File: config.mk
export PLATFORM = sky130hd
export DESIGN_NAME = itcArb
export DESIGN_NICKNAME = d
export VERILOG_FILES = /design/src/rtl/itcArbPkg.sv /design/src/rtl/itcArbCtrl.sv /design/src/rtl/itcArbData.sv /design/src/rtl/itcArb.sv
export SDC_FILE = /design/constraint.sdc
export NUM_CORES = 1
export LEC_CHECK = 0
export BUFFER_PORTS_ARGS = -buffer_cell sky130_fd_sc_hd__buf_2
export CAP_MARGIN = 25
export CORE_AREA = 10 10 86 88
export CTS_CLUSTER_DIAMETER = 40
export CTS_CLUSTER_SIZE = 12
export DETAILED_ROUTE_END_ITERATION = 7
export DIE_AREA = 0 0 96 98
export HOLD_SLACK_MARGIN = 0.1
export PLACE_DENSITY = 0.87
export SYNTH_ARGS = -nofsm -noshare
export SYNTH_HDL_FRONTEND = slang
export SYNTH_SLANG_ARGS = --single-unit
File: constraint.sdc
create_clock -name clk -period 19.2 [get_ports clk]
set_clock_uncertainty 0.15 [all_clocks]
set_input_delay 1.92 -clock clk [delete_from_list [all_inputs] [get_ports clk]]
set_output_delay 1.92 -clock clk [all_outputs]
set_load 0.02 [all_outputs]
File: src/rtl/itcArbPkg.sv
package itcArbPkg;
  localparam int LVL_W = 3;
  localparam int PRI_BASE_ADDR = 4;

  typedef struct packed {
    logic setEn;
    logic setDmaReq;
    logic setDmaEn;
    logic clrFlag;
  } regStrobe_t;
endpackage

File: src/rtl/itcArbCtrl.sv
module itcArbCtrl
  import itcArbPkg::*;
#(
  parameter int NUM_SRC = 8,
  parameter int ADDR_W = 4
) (
  input  logic              wrEn,
  input  logic [ADDR_W-1:0] wrAddr,
  output regStrobe_t        strobe,
  output logic [NUM_SRC-1:0] priSel
);
  always_comb begin
    strobe.setEn     = wrEn && (wrAddr == ADDR_W'(0));
    strobe.setDmaReq = wrEn && (wrAddr == ADDR_W'(1));
    strobe.setDmaEn  = wrEn && (wrAddr == ADDR_W'(2));
    strobe.clrFlag   = wrEn && (wrAddr == ADDR_W'(3));
  end

  for (genvar i = 0; i < NUM_SRC; i++) begin : g_sel
    assign priSel[i] = wrEn && (wrAddr == ADDR_W'(PRI_BASE_ADDR + i));
  end
endmodule

File: src/rtl/itcArbData.sv
module itcArbData
  import itcArbPkg::*;
#(
  parameter int NUM_SRC = 8,
  parameter int VEC_W = 8,
  parameter int VEC_BASE = 16
) (
  input  logic               clk,
  input  logic               rstN,
  input  regStrobe_t         strobe,
  input  logic [NUM_SRC-1:0] priSel,
  input  logic [NUM_SRC-1:0] wrData,
  input  logic [NUM_SRC-1:0] srcTrig,
  output logic               irqReq,
  output logic [LVL_W-1:0]   irqLevel,
  output logic [VEC_W-1:0]   irqVector
);
  localparam int IDX_W = (NUM_SRC > 1) ? $clog2(NUM_SRC) : 1;

  logic [NUM_SRC-1:0] flags, intEn, dmaReq, dmaEn, eligible;
  logic [LVL_W-1:0]   pri [NUM_SRC];
  logic [LVL_W-1:0]   bestLvl;
  logic [IDX_W-1:0]   bestIdx;
  logic               found;

  // Trigger set takes precedence over a same-cycle clear
  always_ff @(posedge clk) begin
    if (!rstN) begin
      flags  <= '0;
      intEn  <= '0;
      dmaReq <= '0;
      dmaEn  <= '0;
    end else begin
      flags <= (flags & ~(strobe.clrFlag ? wrData : '0)) | srcTrig;
      if (strobe.setEn)     intEn  <= wrData;
      if (strobe.setDmaReq) dmaReq <= wrData;
      if (strobe.setDmaEn)  dmaEn  <= wrData;
    end
  end

  for (genvar i = 0; i < NUM_SRC; i++) begin : g_pri
    always_ff @(posedge clk) begin
      if (!rstN)          pri[i] <= '0;
      else if (priSel[i]) pri[i] <= wrData[LVL_W-1:0];
    end
  end

  assign eligible = flags & intEn & ~(dmaReq & dmaEn);

  // Ascending scan with strict compare: ties go to lower index, level 0 never wins
  always_comb begin
    bestLvl = '0;
    bestIdx = '0;
    found   = 1'b0;
    for (int i = 0; i < NUM_SRC; i++) begin
      if (eligible[i] && (pri[i] > bestLvl)) begin
        bestLvl = pri[i];
        bestIdx = IDX_W'(i);
        found   = 1'b1;
      end
    end
  end

  always_ff @(posedge clk) begin
    if (!rstN) begin
      irqReq    <= 1'b0;
      irqLevel  <= '0;
      irqVector <= '0;
    end else begin
      irqReq    <= found;
      irqLevel  <= found ? bestLvl : '0;
      irqVector <= found ? (VEC_W'(VEC_BASE) + VEC_W'(bestIdx)) : '0;
    end
  end
endmodule

File: src/rtl/itcArb.sv
module itcArb
  import itcArbPkg::*;
#(
  parameter int NUM_SRC = 8,
  parameter int VEC_W = 8,
  parameter int VEC_BASE = 16,
  parameter int ADDR_W = $clog2(NUM_SRC + PRI_BASE_ADDR)
) (
  input  logic               clk,
  input  logic               rstN,
  input  logic [NUM_SRC-1:0] srcTrig,
  input  logic               wrEn,
  input  logic [ADDR_W-1:0]  wrAddr,
  input  logic [NUM_SRC-1:0] wrData,
  output logic               irqReq,
  output logic [2:0]         irqLevel,
  output logic [VEC_W-1:0]   irqVector
);
  regStrobe_t         strobe;
  logic [NUM_SRC-1:0] priSel;

  itcArbCtrl #(.NUM_SRC(NUM_SRC), .ADDR_W(ADDR_W)) i_ctrl (
    .wrEn(wrEn), .wrAddr(wrAddr), .strobe(strobe), .priSel(priSel)
  );

  itcArbData #(.NUM_SRC(NUM_SRC), .VEC_W(VEC_W), .VEC_BASE(VEC_BASE)) i_data (
    .clk(clk), .rstN(rstN), .strobe(strobe), .priSel(priSel),
    .wrData(wrData), .srcTrig(srcTrig),
    .irqReq(irqReq), .irqLevel(irqLevel), .irqVector(irqVector)
  );
endmodule

# Word-level counts from Yosys, hierarchy flattened
# Memories as Yosys holds them, arrays and structs flattened.
# Index checks and enable logic that the tools add are counted.
# totals
memories	1
in_bits	23
output_inout_bits	12
word_cells	122
register_bits	44
ram_bits	24
# memory_table
memory	words	word_bits	rd	rd_clocked_by_memory_dff	write_ports	line_no	rtl
i_data.pri	8	3	8	0	8	itcArbData.sv:21	logic [LVL_W-1:0] pri [NUM_SRC];
# op_classes
n_reduce_logical	22
n_eq_ne	11
bitwise_logic	15
muxes	57
magnitude_cmp	8
add_sub_neg	1
# ops
operator	count
two-way mux 3 bit	20
two-way mux 1 bit	34
AND 8 bit	4
> comparator 3 bit	7
logical AND 1 bit	20
equality test 4 x 3 -> 1 bit (second input constant)	4
equality test 4 bit (second input constant)	4
inverter 8 bit	2
equality test 4 x 2 -> 1 bit (second input constant)	2
two-way mux 8 bit	1
OR 1 bit	8
OR 8 bit	1
adder 5 x 3 -> 6 bit (first input constant)	1
equality test 4 x 1 -> 1 bit (second input constant)	1
logical NOT 4 bit	1
two-way mux 2 bit	2
> comparator 3 x 1 -> 1 bit (second input constant)	1
AND reduction 2 bit	1

# Logic depth before layout (Yosys ltp)
# Gate-level depths: netlist of run 1.
# logic_depth
ltp_word	27
ltp_mapped	53
depth_no_buf	51

# Cells and area by module
# A second synthesis of run 1 with hierarchy kept.
# unflattened
cells_unflattened	370
hier_area_um2	3636.0
# by_module_without_submodules
module	instances	area_per_inst_um2	seq_area_each_um2	cells_per_inst
itcArbData	1	3542.1	1521.5	352
itcArbCtrl	1	93.8	0.0	18

# Least setup slack after synthesis of run 1
# OpenSTA, ideal clock, no wires.
# synth_path
path_kind	register to register
startpoint	register i_data.dmaEn[0]
endpoint	register i_data.irqLevel[2]
arrival_time_ps	9682
setup_ps	141
synth_period_minus_slack_ps	9974
stages_incl_launch_ff	49
setup_slack_ps	9226
required_ps	18909
n_path_buf	1
cell_sequence	dfxtp_1 > nand2_1 > and3_1 > and2_1 > ha_1 > nand3_1 > nand4_1 > nor2_2 > mux2_2 > ha_1 > nand2_1 > or4b_1 > o211ai_1 > a211oi_2 > buf_4 > nor2_1 > a21oi_1 > ha_1 > (+13 left out) > ha_1 > nor2_1 > a31oi_1 > a21oi_4 > nand2b_1 > nand2_1 > ha_1 > a21oi_1 > maj3_1 > nand2_2 > mux2_4 > ha_1 > nor2b_1 > o21a_1 > o21ai_1 > nand4_1 > o21ai_2 > a211oi_1
# synth_via
elab_chain_cells	27
elab_cells_between_ends	35
classes_between	order compare: 7; mux: 16; bitwise: 3; reduce/logical: 9
# synth_lines
item	line_no	rtl
start: declaration	itcArbData.sv:20	logic [NUM_SRC-1:0] flags, intEn, dmaReq, dmaEn, eligible;
start signal: assignment	itcArbData.sv:37	if (strobe.setDmaEn) dmaEn <= wrData;
AND 8 bit *	itcArbData.sv:48	assign eligible = flags & intEn & ~(dmaReq & dmaEn);
inverter 8 bit *	itcArbData.sv:48	
AND 8 bit *	itcArbData.sv:48	
logical AND 1 bit *	itcArbData.sv:56	if (eligible[i] && (pri[i] > bestLvl)) begin
two-way mux 3 bit	itcArbData.sv:56	
> comparator 3 bit	itcArbData.sv:56	
logical AND 1 bit	itcArbData.sv:56	
two-way mux 3 bit	itcArbData.sv:56	
(+11 left out)	--	
two-way mux 3 bit	itcArbData.sv:56	
> comparator 3 bit	itcArbData.sv:56	
logical AND 1 bit	itcArbData.sv:56	
two-way mux 3 bit	itcArbData.sv:56	
> comparator 3 bit	itcArbData.sv:56	
logical AND 1 bit	itcArbData.sv:56	
two-way mux 1 bit	itcArbData.sv:56	
AND reduction 2 bit (no source line)	--	
end signal: assignment	itcArbData.sv:71	irqLevel <= found ? bestLvl : '0;
end: declaration	itcArbData.sv:15	output logic [LVL_W-1:0] irqLevel,
# Mark *: on every way between the ends. The rest lies on a longest branch, timed or not.
# A chain may end at the register's enable or synchronous reset.

# Worst setup path in the final report of run 1
# Ends and elaborated chain as after synthesis.

==> run summary, run 1 <==
The number of distinct library cells after synthesis came out at 57. After the first detailed-routing iteration, the DRC count stood at 102. Ranked by total cell area, the synthesized netlist is headed by sky130_fd_sc_hd__dfxtp_1 23%, sky130_fd_sc_hd__edfxtp_1 21%, sky130_fd_sc_hd__mux2i_1 7.2%, sky130_fd_sc_hd__nor2_1 5.7%, sky130_fd_sc_hd__and2_1 5.0%. The worst hold path begins at i_data.flags[4]$_SDFF_PN0_. The area added between synthesis and finish came out at 11.72%.

The number of setup violations in the final report is 0. Detailed placement finished with a half-perimeter wire length of 5395 microns. Once layout is complete, the utilization of the core stands at 0.6766. The final period utilization came out at 0.5880. The cell count after synthesis came out at 374. IR analysis of the VDD net gives a maximum drop of 0.09071 mV.

The critical path in this run is classified as flop to flop. The final count of hold timing violations came out at 0. The biggest fanout along the worst timing path is 12.

The worst path needs 11.29 ns of the cycle, external delays included. After synthesis, the most frequently instantiated cells are 53 x sky130_fd_sc_hd__nor2_1, 40 x sky130_fd_sc_hd__dfxtp_1, 32 x sky130_fd_sc_hd__nand2_1. The layout cell share with drive strength beyond 1 came out at 0.1744.

The count of vias placed by the detailed router is 2,742. The routed design has 7279 microns of wire. The total standard cell area after synthesis came out at 0.003480 sq mm. The area of placed instances came out at 0.003649 sq mm.

The clock net sink count came out at 64. The number of buffers created by CTS is 9. The flow ran to the end, and the final reports show no timing, DRC or antenna violations. The Yosys step of the flow raised 0 warnings. The total DRC errors in the routed layout came out at 0. Registers take 0.001521 sq mm.

The number of gates given a new drive strength after cts came out at 0. The global placement routability congestion came out at 0.8593. Across all register-to-register paths, the minimum setup slack is 7.91 ns. Timing analysis after detailed placement gives a worst setup slack of 8.118 ns. The master of the slowest instance on the critical path is sky130_fd_sc_hd__a211oi_2. The static leakage power came out at 1.697 nW. The number of antenna diodes came out at 0.

Dividing total power by cell area gives a power density of 76.15 mW/mm^2. In this run the vertical extent of the chip is 98 microns. The master cell of the clock root buffer is sky130_fd_sc_hd__clkbuf_8.

The count of standard-cell rows is 28. The initial antenna violation count came out at 0. The type of element capturing the critical path is a flop. With fillers left out, the area of the finished cells amounts to 0.003887 sq mm.

The quantity of I/O buffers inserted on ports came out at 30. The required time of the critical path came out at 19.25 ns. The mean instance size in the synthesized netlist is 9.304 sq um. The path category of the worst min-delay check is flop to flop. Measured in cells, the most critical reg-to-reg path has a length of 48. The ratio of routed vias to standard cells is 5.689. At the later pin of the worst-skew pair, clock insertion delay measures 0.34 ns. The highest cell delay on the worst timing path is 0.71 ns.

The portion of the post-synthesis area used by sequential elements is 0.4373. The synthesized design spends more area on one cell type than any other, namely sky130_fd_sc_hd__dfxtp_1. The total congestion overflow came out at 0.

The number of stages on the worst hold path came out at 2. The achievable frequency is 88.57 MHz. For this design, the CTS-stage hold fixing added 0 buffers.

The proportion of netlist area held by the largest area contributor came out at 0.2301. The count of non-filler cells in the finished layout is 482. The actual slew at the worst max-slew pin came out at 0.8315 ns. The sum of internal, switching and leakage power came out at 296.0 uW.

The cell seen most often among critical-path stages is sky130_fd_sc_hd__ha_1. The share of async-settable or async-resettable flops after synthesis is 0. The critical path data arrival time is 11.34 ns. The most instantiated library cell after synthesis is sky130_fd_sc_hd__nor2_1.

The endpoint of the lowest-slack register-to-register path is i_data.irqLevel[2]$_SDFF_PN0_. The hold slack is 0.3374 ns. The horizontal die dimension came out at 96 microns.

Setup repair after global routing left no endpoint under its margin. The worst setup path is launched from a flop. The maximum buffer depth of the clock tree is 2.

The post-CTS setup buffer count is 0. The number of enable flip-flop cells after synthesis came out at 24. The H-tree depth reported by CTS is 3. Dividing the detail-routed wire length by the instance count gives 15.10 microns. The most used flip-flop cell after synthesis is sky130_fd_sc_hd__dfxtp_1. The via count of the first global-routing pass is 2,627. The total die area is 0.009408 sq mm. The startpoint of the most critical register-to-register path is i_data.dmaEn[0]$_SDFFE_PN0P_.

The count of nets left with antenna violations once routing finished came out at 0. The length of the first detailed-routing pass in iterations is 4. The initial core utilization came out at 0.6056. For hold timing, the worst endpoint is i_data.flags[4]$_SDFF_PN0_. Entering global routing, the biggest net connects 37 pins. In this run the standard cell core region covers 0.005746 sq mm. The final setup TNS came out at 0 ns. The clock transition at the register clock pins on the worst setup and hold paths after CTS came out at 0.07 ns.

The max-slew violation count is 0. The number of fill cells is 469. The first global-routing pass estimated 11,970 microns of wire. The net count of the finished layout is 438. The number of max-cap violations came out at 0. The top-level port count came out at 35.

The multi-input logic area came out at 0.001819 sq mm. The slack of the critical path came out at 7.910 ns. Measured against its own limit, the worst slew margin works out to 0.4446. The synthesis-stage register bit count came out at 64. The global router's overall resource usage is 0.1595. TritonCTS built the clock tree. The number of cells after detailed placement came out at 465.
-- layout by cell type (no fill, tap or decap), types with 5 or more instances in the layout --
cell / n
sky130_fd_sc_hd__o21ai_0: 8
sky130_fd_sc_hd__nand2b_1: 5
sky130_fd_sc_hd__edfxtp_1: 24
sky130_fd_sc_hd__inv_1: 16
sky130_fd_sc_hd__clkbuf_8: 9
sky130_fd_sc_hd__and2_1: 28
sky130_fd_sc_hd__nor3_1: 6
sky130_fd_sc_hd__dfxtp_1: 40
sky130_fd_sc_hd__nor2_1: 53
sky130_fd_sc_hd__a21oi_1: 21
sky130_fd_sc_hd__nand2_1: 32
sky130_fd_sc_hd__buf_2: 30
sky130_fd_sc_hd__nand3_1: 8
sky130_fd_sc_hd__mux2i_1: 25
sky130_fd_sc_hd__ha_1: 13
-- kinds of logic (layout without fill, tap and decap cells) --
kind of cell | count (synthesis) | count (layout) | synth area share
simple gates | 159 | 159 | 0.2258
compound gates | 70 | 70 | 0.1474
flops | 64 | 64 | 0.4373
buf+inv | 34 | 64 | 0.04315
mux | 30 | 30 | 0.08989
fa+ha+maj | 16 | 16 | 0.05538
other cells | 1 | 4 | 0.001078
-- routing by layer --
metal | vias to the layer above | wire length, microns | GRT usage | part of all wire
met5 | - | 0 | 0 | 0
met4 | 0 | 195 | 0.07491 | 0.027
met3 | 19 | 484 | 0.05666 | 0.066
met1 | 1272 | 3216 | 0.1891 | 0.44
li1 | 1371 | - | - | -
met2 | 80 | 3383 | 0.2491 | 0.46
-- worst max path at each step --
stage | cells past startpoint | slack (ns) | start | to
after global routing | 49 | 7.18 | i_data.dmaEn[0]$_SDFFE_PN0P_ | i_data.irqVector[0]$_SDFF_PN0_
after floorplan | 48 | 9.23 | i_data.dmaEn[0]$_SDFFE_PN0P_ | i_data.irqLevel[2]$_SDFF_PN0_
final | 48 | 7.91 | i_data.dmaEn[0]$_SDFFE_PN0P_ | i_data.irqLevel[2]$_SDFF_PN0_
after global placement | 48 | 8.39 | i_data.dmaEn[0]$_SDFFE_PN0P_ | i_data.irqLevel[2]$_SDFF_PN0_
after CTS | 48 | 8.04 | i_data.dmaEn[0]$_SDFFE_PN0P_ | i_data.irqLevel[2]$_SDFF_PN0_
after detailed placement | 48 | 8.12 | i_data.dmaEn[0]$_SDFFE_PN0P_ | i_data.irqLevel[2]$_SDFF_PN0_
-- worst max-delay path, delay by kind of cell (launching register included) --
kind	cells	cell delay (ns)
and+or+nand+nor	22	3.37
AOI/OAI and AO/OA	13	3.18
adders and majority gates	9	2.63
muxes	4	1.49
DFF	1	0.31
-- area by class of cell --
class                   instances  area share
multi-input cells             279      0.4680
flip-flops and latches         64      0.3914
repair buffers                 31     0.04570
clock buffers                  10     0.03283
well taps                      75     0.02414
clock inverters                 6     0.02156
inverters                      17     0.01641
-- registers in the layout, indices dropped and copies added (netlist names) --
name / cells
i_data.intEn: 8
i_data.irqLevel: 3
i_data.flags: 8
i_data.dmaEn: 8
i_data.irqVector: 4
i_data.irqReq: 1
i_data.pri: 24
i_data.dmaReq: 8
-- where the power goes --
group	internal [mW]	switching (mW)	leakage [nW]
Combinational	0.00928	0.0146	1.04
Clock	0.0724	0.0500	0.0999
Sequential	0.146	0.00384	0.555
Total	0.228	0.0685	1.70
(Power assumes the default switching activity.)
==> run 2, diff against run 1 <==
--- a/config.mk
+++ b/config.mk
@@ -7,13 +7,13 @@
 export LEC_CHECK = 0
 export BUFFER_PORTS_ARGS = -buffer_cell sky130_fd_sc_hd__buf_2
 export CAP_MARGIN = 25
-export CORE_AREA = 10 10 86 88
+export CORE_AREA = 10 10 88 90
 export CTS_CLUSTER_DIAMETER = 40
 export CTS_CLUSTER_SIZE = 12
 export DETAILED_ROUTE_END_ITERATION = 7
-export DIE_AREA = 0 0 96 98
+export DIE_AREA = 0 0 98 100
 export HOLD_SLACK_MARGIN = 0.1
-export PLACE_DENSITY = 0.87
+export PLACE_DENSITY = 0.83
 export SYNTH_ARGS = -nofsm -noshare
 export SYNTH_HDL_FRONTEND = slang
 export SYNTH_SLANG_ARGS = --single-unit
==> constraint.sdc (replaced) <==
create_clock -name clk -period 11.1 [get_ports clk]
set_clock_uncertainty 0.15 [all_clocks]
set_input_delay 1.11 -clock clk [delete_from_list [all_inputs] [get_ports clk]]
set_output_delay 1.11 -clock clk [all_outputs]
set_load 0.02 [all_outputs]
==> run 2 against run 1 <==
  * Routed wire length is 5.9% higher
  * Clock power rose by 89%
  * Final area grew 3.3%
  * Register-to-register slack worse by 7.3 ns
  * First-iteration DRC count up 3.9%
  * Sequential cell count did not move
  * Via count is 3.0% higher
  * Sequential share of layout area shrank 1.2 points
  * Worst setup slack worse by 7.3 ns
  * Final cell count is 2.3% higher
  * Worst hold slack improved by 0.0096 ns
==> run summary, run 2 (same netlist as run 1, synthesis figures left out) <==
The final critical delay including setup and external delays is 10.47 ns (-0.8214 ns). The ratio of routed vias to standard cells is 5.728 (+0.69%). The slack of the critical path is 0.6315 ns (-7.279 ns). The count of vias placed by the detailed router is 2,824 (+3.0%). The final period utilization is 0.9431 (+0.3551). The top-level port count was 35 (unchanged). The worst-case headroom to the max-slew limit came out at 0.4982 (+0.05360). The layout cell share with drive strength beyond 1 came out at 0.2115 (+0.03709). The minimum setup slack after placement is 0.2365 ns (-7.882 ns). The count of standard-cell rows is 29 (+3.6%).

The path class of the tightest hold or removal check is flop to flop. The slowest stage of the critical path is the sky130_fd_sc_hd__or4b_1 cell. The kind of critical path is flop to flop. The max-slew violation count came out at 0 (unchanged). The number of buffers created by CTS was 9 (unchanged).

Relative to the synthesized area, the layout overhead comes to 15.39%. The clock transition at the register clock pins on the worst setup and hold paths after CTS is 0.07 ns (about the same). The capture endpoint of the worst hold path is i_data.flags[2]$_SDFF_PN0_. The height of the die is 100 microns (+2.0%).

The highest cell delay on the worst timing path came out at 0.47 ns (-0.24 ns). The global placement routability congestion is 0.8127 (-5.4%). The wire length of the first global-routing pass came out at 13,140 microns (+9.7%). The quantity of I/O buffers inserted on ports is 30 (unchanged).

The peak supply drop came to 0.1414 mV (+56%). The number of antenna diodes was 0 (unchanged). The power per cell area came out at 132.7 mW/mm^2 (+74%). The clock tree from TritonCTS is built.

The launch point of the worst hold path is i_data.flags[2]$_SDFF_PN0_. The sum of internal, switching and leakage power was 532.9 uW (+80%). The number of flip-flops under the largest register name is 24 (unchanged). The horizontal die dimension came out at 98 microns (+2.1%). The initial antenna violation count came out at 0 (unchanged). The initial core utilization was 0.5674 (-0.03818).

The number of max-cap violations came out at 0 (unchanged). The post-route antenna net violation count came out at 0 (unchanged). The worst setup path is launched from a flop. Leaving out fill and tap cells, the most frequent cell in the layout is sky130_fd_sc_hd__nor2_1. The root buffer cell chosen for the clock tree is sky130_fd_sc_hd__clkbuf_8. The achievable frequency came out at 95.52 MHz (+7.8%). The endpoint of the lowest-slack register-to-register path is i_data.irqLevel[2]$_SDFF_PN0_. The H-tree depth reported by CTS is 3 (unchanged). The required time of the critical path came out at 11.14 ns (-8.11 ns). The biggest fanout along the worst timing path is 7 (-5). The cell that appears most often on the critical path is sky130_fd_sc_hd__ha_1. The number of cells on the worst reg-to-reg path came to 47 (-2.1%). The slack of the worst reg-to-reg path is 0.63 ns (-7.28 ns). The number of buffers and inverters on the critical path is 0 (unchanged).

The initial DRC count came to 106 (+3.9%). The maximum buffer depth of the clock tree is 2 (unchanged). The clock net sink count came to 64 (unchanged). The clock latency reported for the late side of the worst-skew pair came out at 0.33 ns (about the same). The length of the first detailed-routing pass in iterations came out at 5 (+1). The total die area was 0.009800 sq mm (+4.2%). The final routed wirelength across all metal layers is 7707 microns (+5.9%). The average detailed-routed wire length per instance is 15.63 microns (+3.5%). The total congestion overflow is 0 (unchanged). In the layout the commonest cells are 53 x sky130_fd_sc_hd__nor2_1, 40 x sky130_fd_sc_hd__dfxtp_1, 32 x sky130_fd_sc_hd__nand2_1, 30 x sky130_fd_sc_hd__buf_2, 28 x sky130_fd_sc_hd__and2_1. The actual slew at the worst max-slew pin is 0.7511 ns (-0.08042 ns). The final net count is 447 (+2.1%). The cell family contributing the most delay on the critical path is simple AND/OR/NAND/NOR gates. The hold buffer count at cts is 0 (unchanged). The number of stages on the worst hold path is 2 (unchanged). The static leakage power came out at 1.760 nW (+3.8%). The run finished with clean final reports. The worst setup path is captured at a flop. The maximum number of pins on one net before global-route repair is 37 (unchanged).

The number of cells after detailed placement is 468 (+0.65%). The core area came out at 0.006132 sq mm (+6.7%). The number of fill cells is 481 (+2.6%). The final count of hold timing violations came out at 0 (unchanged). The half-perimeter wire length after detailed placement came to 5588 microns (+3.6%). The register with the most flip-flops is i_data.pri. The count of non-filler cells in the finished layout is 493 (+2.3%). The number of setup violations in the final report came out at 0 (unchanged). The global router's overall resource usage came out at 0.1585 (-0.0009810). The total DRC errors in the routed layout is 0 (unchanged). The critical path data arrival time is 10.51 ns (-0.83 ns). The via count of the first global-routing pass came out at 2,808 (+6.9%).

The worst register-to-register path begins at i_data.dmaEn[0]$_SDFFE_PN0P_.
-- run 2: cell types whose count changed in the layout (fill, tap and decap cells not counted), sizes merged --
cell / change
buf: +9
clkinv: -1
clkinvlp: -1
inv: +2
-- run 2: power breakdown --
part / switching, mW / total [mW] / internal [mW]
logic: 0.0264 / 0.0426 / 0.0162
clock network: 0.0907 / 0.231 / 0.141
registers: 0.00688 / 0.259 / 0.252
-- run 2: layer usage --
metal	global-route usage	vias up	wire length [microns]
met5	0	-	0
met4	0.05034	0	153
met3	0.05495	13	378
met2	0.2665	83	3850
met1	0.1854	1343	3323
li1	-	1385	-
-- run 2: repair_timing --
| action | in CTS | in global routing |
|---|---|---|
| resized for setup | 0 | 10 |
| endpoints found under the setup margin | 0 | 8 |
| endpoints found under the hold margin | 0 | 0 |
| buffers inserted | 0 | 8 |
-- run 2: worst min-delay path, stage by stage (launching register included) --
cell,delay (ns)
sky130_fd_sc_hd__dfxtp_1,0.33
sky130_fd_sc_hd__a21oi_1,0.06
sky130_fd_sc_hd__nor2_1,0.07
-- run 2: how the worst max path moves through the flow --
| stage | from | to | slack (ns) | cells after the start |
|---|---|---|---|---|
| after floorplan | i_data.dmaEn[0]$_SDFFE_PN0P_ | i_data.irqLevel[2]$_SDFF_PN0_ | 1.13 | 48 |
| after CTS | i_data.dmaEn[0]$_SDFFE_PN0P_ | i_data.irqLevel[2]$_SDFF_PN0_ | 0.20 | 48 |
| after global placement | i_data.pri[0][1]$_SDFFCE_PN0P_ | i_data.irqLevel[2]$_SDFF_PN0_ | 0.58 | 46 |
| after detailed placement | i_data.dmaEn[0]$_SDFFE_PN0P_ | i_data.irqLevel[2]$_SDFF_PN0_ | 0.24 | 48 |
| final | i_data.dmaEn[0]$_SDFFE_PN0P_ | i_data.irqLevel[2]$_SDFF_PN0_ | 0.63 | 47 |
| after global routing | i_data.dmaEn[0]$_SDFFE_PN0P_ | i_data.irqLevel[2]$_SDFF_PN0_ | -0.07 | 50 |
-- run 2: area by class of cell --
| type | instances | area [sq um] | area share |
|---|---|---|---|
| clock buffers | 10 | 148.9 | 0.03708 |
| clock inverters | 6 | 87.58 | 0.02181 |
| inverters | 17 | 63.81 | 0.01589 |
| multi-input cells | 279 | 1859 | 0.4631 |
| flip-flops and latches | 64 | 1521 | 0.3789 |
| well taps | 77 | 96.34 | 0.02400 |
| repair buffers | 40 | 237.7 | 0.05921 |
-- run 2: through the flow --
| step | hold WS [ns] | setup TNS, ns | cell area [sq um] | utilization |
|---|---|---|---|---|
| 2_1_floorplan | 0.3015 | 0 | 3491 | - |
| 3_3_place_gp | 0.3152 | 0 | 3659 | 0.5966 |
| 3_5_place_dp | 0.3329 | 0 | 3659 | 0.5966 |
| 4_1_cts | 0.3517 | 0 | 3895 | 0.6352 |
| 5_1_grt | 0.3726 | -0.2194 | 4015 | 0.6548 |
| 6_report | 0.3470 | 0 | 4015 | 0.6548 |
==> run 3, diff against run 2 <==
--- a/config.mk
+++ b/config.mk
@@ -7,13 +7,17 @@
 export LEC_CHECK = 0
 export BUFFER_PORTS_ARGS = -buffer_cell sky130_fd_sc_hd__buf_2
 export CAP_MARGIN = 25
-export CORE_AREA = 10 10 88 90
+export CELL_PAD_IN_SITES_DETAIL_PLACEMENT = 1
+export CELL_PAD_IN_SITES_GLOBAL_PLACEMENT = 1
+export CORE_AREA = 10 10 100 102
 export CTS_CLUSTER_DIAMETER = 40
 export CTS_CLUSTER_SIZE = 12
 export DETAILED_ROUTE_END_ITERATION = 7
-export DIE_AREA = 0 0 98 100
+export DIE_AREA = 0 0 110 112
 export HOLD_SLACK_MARGIN = 0.1
 export PLACE_DENSITY = 0.83
+export REMOVE_ABC_BUFFERS = 1
 export SYNTH_ARGS = -nofsm -noshare
 export SYNTH_HDL_FRONTEND = slang
+export SYNTH_HIERARCHICAL = 1
 export SYNTH_SLANG_ARGS = --single-unit
==> run 3 against run 2 <==
  * Synthesized area grew 4.5%
  * Worst hold slack gained 0.021 ns
  * Register-to-register slack lost 0.10 ns
  * Final area grew 3.1%
  * Critical path depth shrank 3
  * Sequential power is essentially flat
  * Non-clock buffer count shrank 6
  * Critical path type unchanged
==> run summary, run 3 <==
The hold slack is 0.3678 ns (+0.02087 ns). The kind of critical path is flop to flop. The adder and majority gate portion of the synthesized area is 0.04749 (-0.007888). The most instantiated library cell after synthesis is sky130_fd_sc_hd__dfxtp_1. The final net count came out at 435 (-2.7%). The H-tree depth reported by CTS is 3 (unchanged).

The post-route antenna net violation count is 0 (unchanged). The sum of internal, switching and leakage power was 524.4 uW (-1.6%). The highest cell delay on the worst timing path was 0.46 ns (about the same). The average detailed-routed wire length per instance came out at 16.94 microns (+8.4%). The number of buffers created by CTS is 9 (unchanged). The register with the most flip-flops is i_data/pri. The via count of the first global-routing pass came out at 2,950 (+5.1%). The initial antenna violation count came out at 0 (unchanged). The length of the first detailed-routing pass in iterations was 4 (-1). The proportion of netlist area held by the largest area contributor came out at 0.2202 (-0.009899). The simple-gate share of the synthesized area came out at 0.2343 (+0.008525).

The number of fill cells came out at 929 (+93%). The worst setup path is launched from a flop. The total number of cells along the worst setup path was 44 (-6.4%). The critical path data arrival time came to 10.65 ns (+0.14 ns). TritonCTS built the clock tree. The maximum buffer depth of the clock tree is 2 (unchanged).

For this run, the leading register cell type out of synthesis is sky130_fd_sc_hd__dfxtp_1. The wire length of the first global-routing pass is 14,260 microns (+8.5%). The synthesis-stage register bit count came to 64 (unchanged). The mean instance size in the synthesized netlist is 9.827 sq um (+5.6%). The ratio of routed vias to standard cells came to 5.515 (-3.7%). In the synthesized netlist, the cells that appear most often are 40 x sky130_fd_sc_hd__dfxtp_1, 34 x sky130_fd_sc_hd__nor2b_1, 28 x sky130_fd_sc_hd__and3_1, 28 x sky130_fd_sc_hd__nand2_1. STA classifies the critical path endpoint as a flop. The total standard cell area after synthesis was 0.003636 sq mm (+4.5%). The number of buffers and inverters on the critical path was 2 (+2). The final count of hold timing violations is 0 (unchanged). The maximum number of pins on one net before global-route repair came out at 68 (+84%). The required time of the critical path came to 11.19 ns (+0.05 ns). The number of distinct library cells after synthesis came to 69 (+21%). The initial DRC count was 117 (+10%).

The count of warnings emitted by yosys is 6 (+6). The number of flip-flops under the largest register name is 24 (unchanged). The number of antenna diodes came out at 0 (unchanged). The half-perimeter wire length after detailed placement came out at 6326 microns (+13%). The number of stages on the worst hold path is 2 (unchanged). The number of enable flip-flop cells after synthesis is 24 (unchanged). The quantity of I/O buffers inserted on ports is 30 (unchanged). The leading cell type in the layout, fill and taps excluded is sky130_fd_sc_hd__dfxtp_1. The clock transition at the register clock pins on the worst setup and hold paths after CTS came out at 0.08 ns (about the same).

The number of setup violations in the final report is 0 (unchanged). The dominant combinational cell family by area after synthesis is simple AND/OR/NAND/NOR gates. The count of vias placed by the detailed router came out at 2,807 (-0.60%).

sky130_fd_sc_hd__dfxtp_1 takes more of the synthesized area than any other cell. The master cell of the clock root buffer is sky130_fd_sc_hd__clkbuf_8. The power per cell area is 126.7 mW/mm^2 (-4.5%). The number of max-cap violations is 0 (unchanged). The library cells used most frequently in the layout, excluding fill and tap cells, are 40 x sky130_fd_sc_hd__dfxtp_1, 34 x sky130_fd_sc_hd__nor2b_1, 30 x sky130_fd_sc_hd__buf_2, 28 x sky130_fd_sc_hd__and3_1, 27 x sky130_fd_sc_hd__nand2_1. The number of cells on the worst reg-to-reg path is 44 (-6.4%).

The slowest stage of the critical path belongs to the cell sky130_fd_sc_hd__or3_1. The global router's overall resource usage came out at 0.1424 (-0.01614). The portion of the post-synthesis area used by sequential elements came out at 0.4184 (-0.01881).

The initial core utilization came out at 0.4516 (-0.1158). The mux share of post-synthesis cell area is 0.07846 (-0.01144). The final critical delay including setup and external delays is 10.57 ns (+0.1007 ns). The final cell utilization of the core is 0.5141 (-0.1407). The synthesized instance count came out at 370 (-1.1%). The top-level port count was 35 (unchanged). The area of placed instances is 0.003842 sq mm (+5.0%). The final routed wirelength across all metal layers came to 8623 microns (+12%).

The worst-case headroom to the max-slew limit came out at 0.3031 (-0.1951). The clock net sink count is 64 (unchanged). The static leakage power came to 1.673 nW (-5.0%).

The final period utilization came out at 0.9522 (+0.009069). The max-slew violation count came out at 0 (unchanged). Broken down by cell family, the worst path's largest delay share belongs to compound AO/OA/AOI/OAI gates.

The biggest fanout along the worst timing path was 9 (+2). The tightest min-delay check is of the flop to flop type. The count of standard-cell rows came out at 33 (+14%).

The actual slew at the worst max-slew pin is 1.041 ns (+0.2904 ns). The share of async-settable or async-resettable flops after synthesis is 0 (unchanged). The clock latency reported for the late side of the worst-skew pair is 0.35 ns (+0.02 ns). The core area came to 0.008051 sq mm (+31%). The total DRC errors in the routed layout was 0 (unchanged). The synthesized-area fraction occupied by xor and xnor cells came to 0.002409 (+0.002409). The global placement routability congestion came to 0.8763 (+7.8%). The multi-input logic area was 0.002024 sq mm (+8.9%). The cell area after layout is 0.004139 sq mm (+3.1%). The area added between synthesis and finish is 13.83%.

The peak supply drop came to 0.08093 mV (-43%). The total congestion overflow is 0 (unchanged). The layout cell share with drive strength beyond 1 is 0.2376 (+0.02609). The achievable frequency came to 94.61 MHz (-0.95%). The total die area is 0.01232 sq mm (+26%). The complex-gate fraction of the synthesized area was 0.1745 (+0.02704). In the post-synthesis netlist, the biggest area contributors are sky130_fd_sc_hd__dfxtp_1 22%, sky130_fd_sc_hd__edfxtp_1 20%, sky130_fd_sc_hd__mux2i_1 6.6%, sky130_fd_sc_hd__nor2b_1 5.8%, sky130_fd_sc_hd__and3_1 4.8%. The height of the die is 112 microns (+12%). The cell seen most often among critical-path stages is sky130_fd_sc_hd__ha_1. The horizontal die dimension is 110 microns (+12%). The run finished with clean final reports. The final setup TNS was 0 ns (unchanged). The sequential cell area in the final layout came to 0.001521 sq mm (unchanged).
run 3: through the flow:
stage,instances,setup slack (ns)
2_1_floorplan,354,1.071
3_3_place_gp,490,0.5032
3_5_place_dp,490,0.1548
4_1_cts,506,0.01129
5_1_grt,509,-0.06054
6_report,509,0.5308
run 3: final cells by class:
cell class,instances,area share
multi-input combinational,273,0.4891
sequential,64,0.3676
timing repair buffer,34,0.04353
tap,105,0.03174
clock buffer,9,0.02993
clock inverter,7,0.02267
inverter,17,0.01542
run 3: power breakdown:
group	total, mW	switching [mW]	internal [mW]
clock	0.220	0.0933	0.127
combinational	0.0459	0.0280	0.0179
sequential	0.258	0.00619	0.252
run 3: final timing paths:
kind	startpoint	endpoint	slack, ns
setup / recovery	i_data/dmaEn[0]$_SDFFE_PN0P_	i_data/irqLevel[1]$_SDFF_PN0_	0.53
hold / removal	i_data/flags[6]$_SDFF_PN0_	i_data/flags[6]$_SDFF_PN0_	0.37
setup reg to reg	i_data/dmaEn[0]$_SDFFE_PN0P_	i_data/irqLevel[1]$_SDFF_PN0_	0.53
hold reg to reg	i_data/flags[6]$_SDFF_PN0_	i_data/flags[6]$_SDFF_PN0_	0.37
run 3: cells by family (layout without fill, tap and decap cells):
logic type | count (synthesis) | count (layout)
mux | 28 | 28
xor+xnor | 1 | 1
simple gates | 150 | 150
other cells | 1 | 4
fa+ha+maj | 14 | 14
buf+inv | 36 | 67
compound gates | 76 | 76
flops | 64 | 64
run 3: timing repair:
| item | in CTS | in global routing |
|---|---|---|
| hold buffers | 0 | 0 |
| gates resized for setup | 0 | 12 |
| endpoints found under the setup margin | 0 | 8 |
| setup buffers | 0 | 3 |
| hold endpoints to repair | 0 | 0 |
run 3: worst register-to-register path: cells and delay by family (launching register included):
family          cells  cell delay, ns
compound gates     17            3.22
fa+ha+maj           8            2.52
buf+inv             2            0.32
flops               1            0.31
mux                 3            1.11
simple gates       14            2.78
run 3: layer usage:
layer  track usage  vias to the layer above  wire length [microns]
li1              -                     1385                      -
met1        0.1694                     1354                   3818
met2        0.2357                       53                   4327
met3       0.03633                       15                    299
met4       0.05816                        0                    178
met5             0                        -                      0
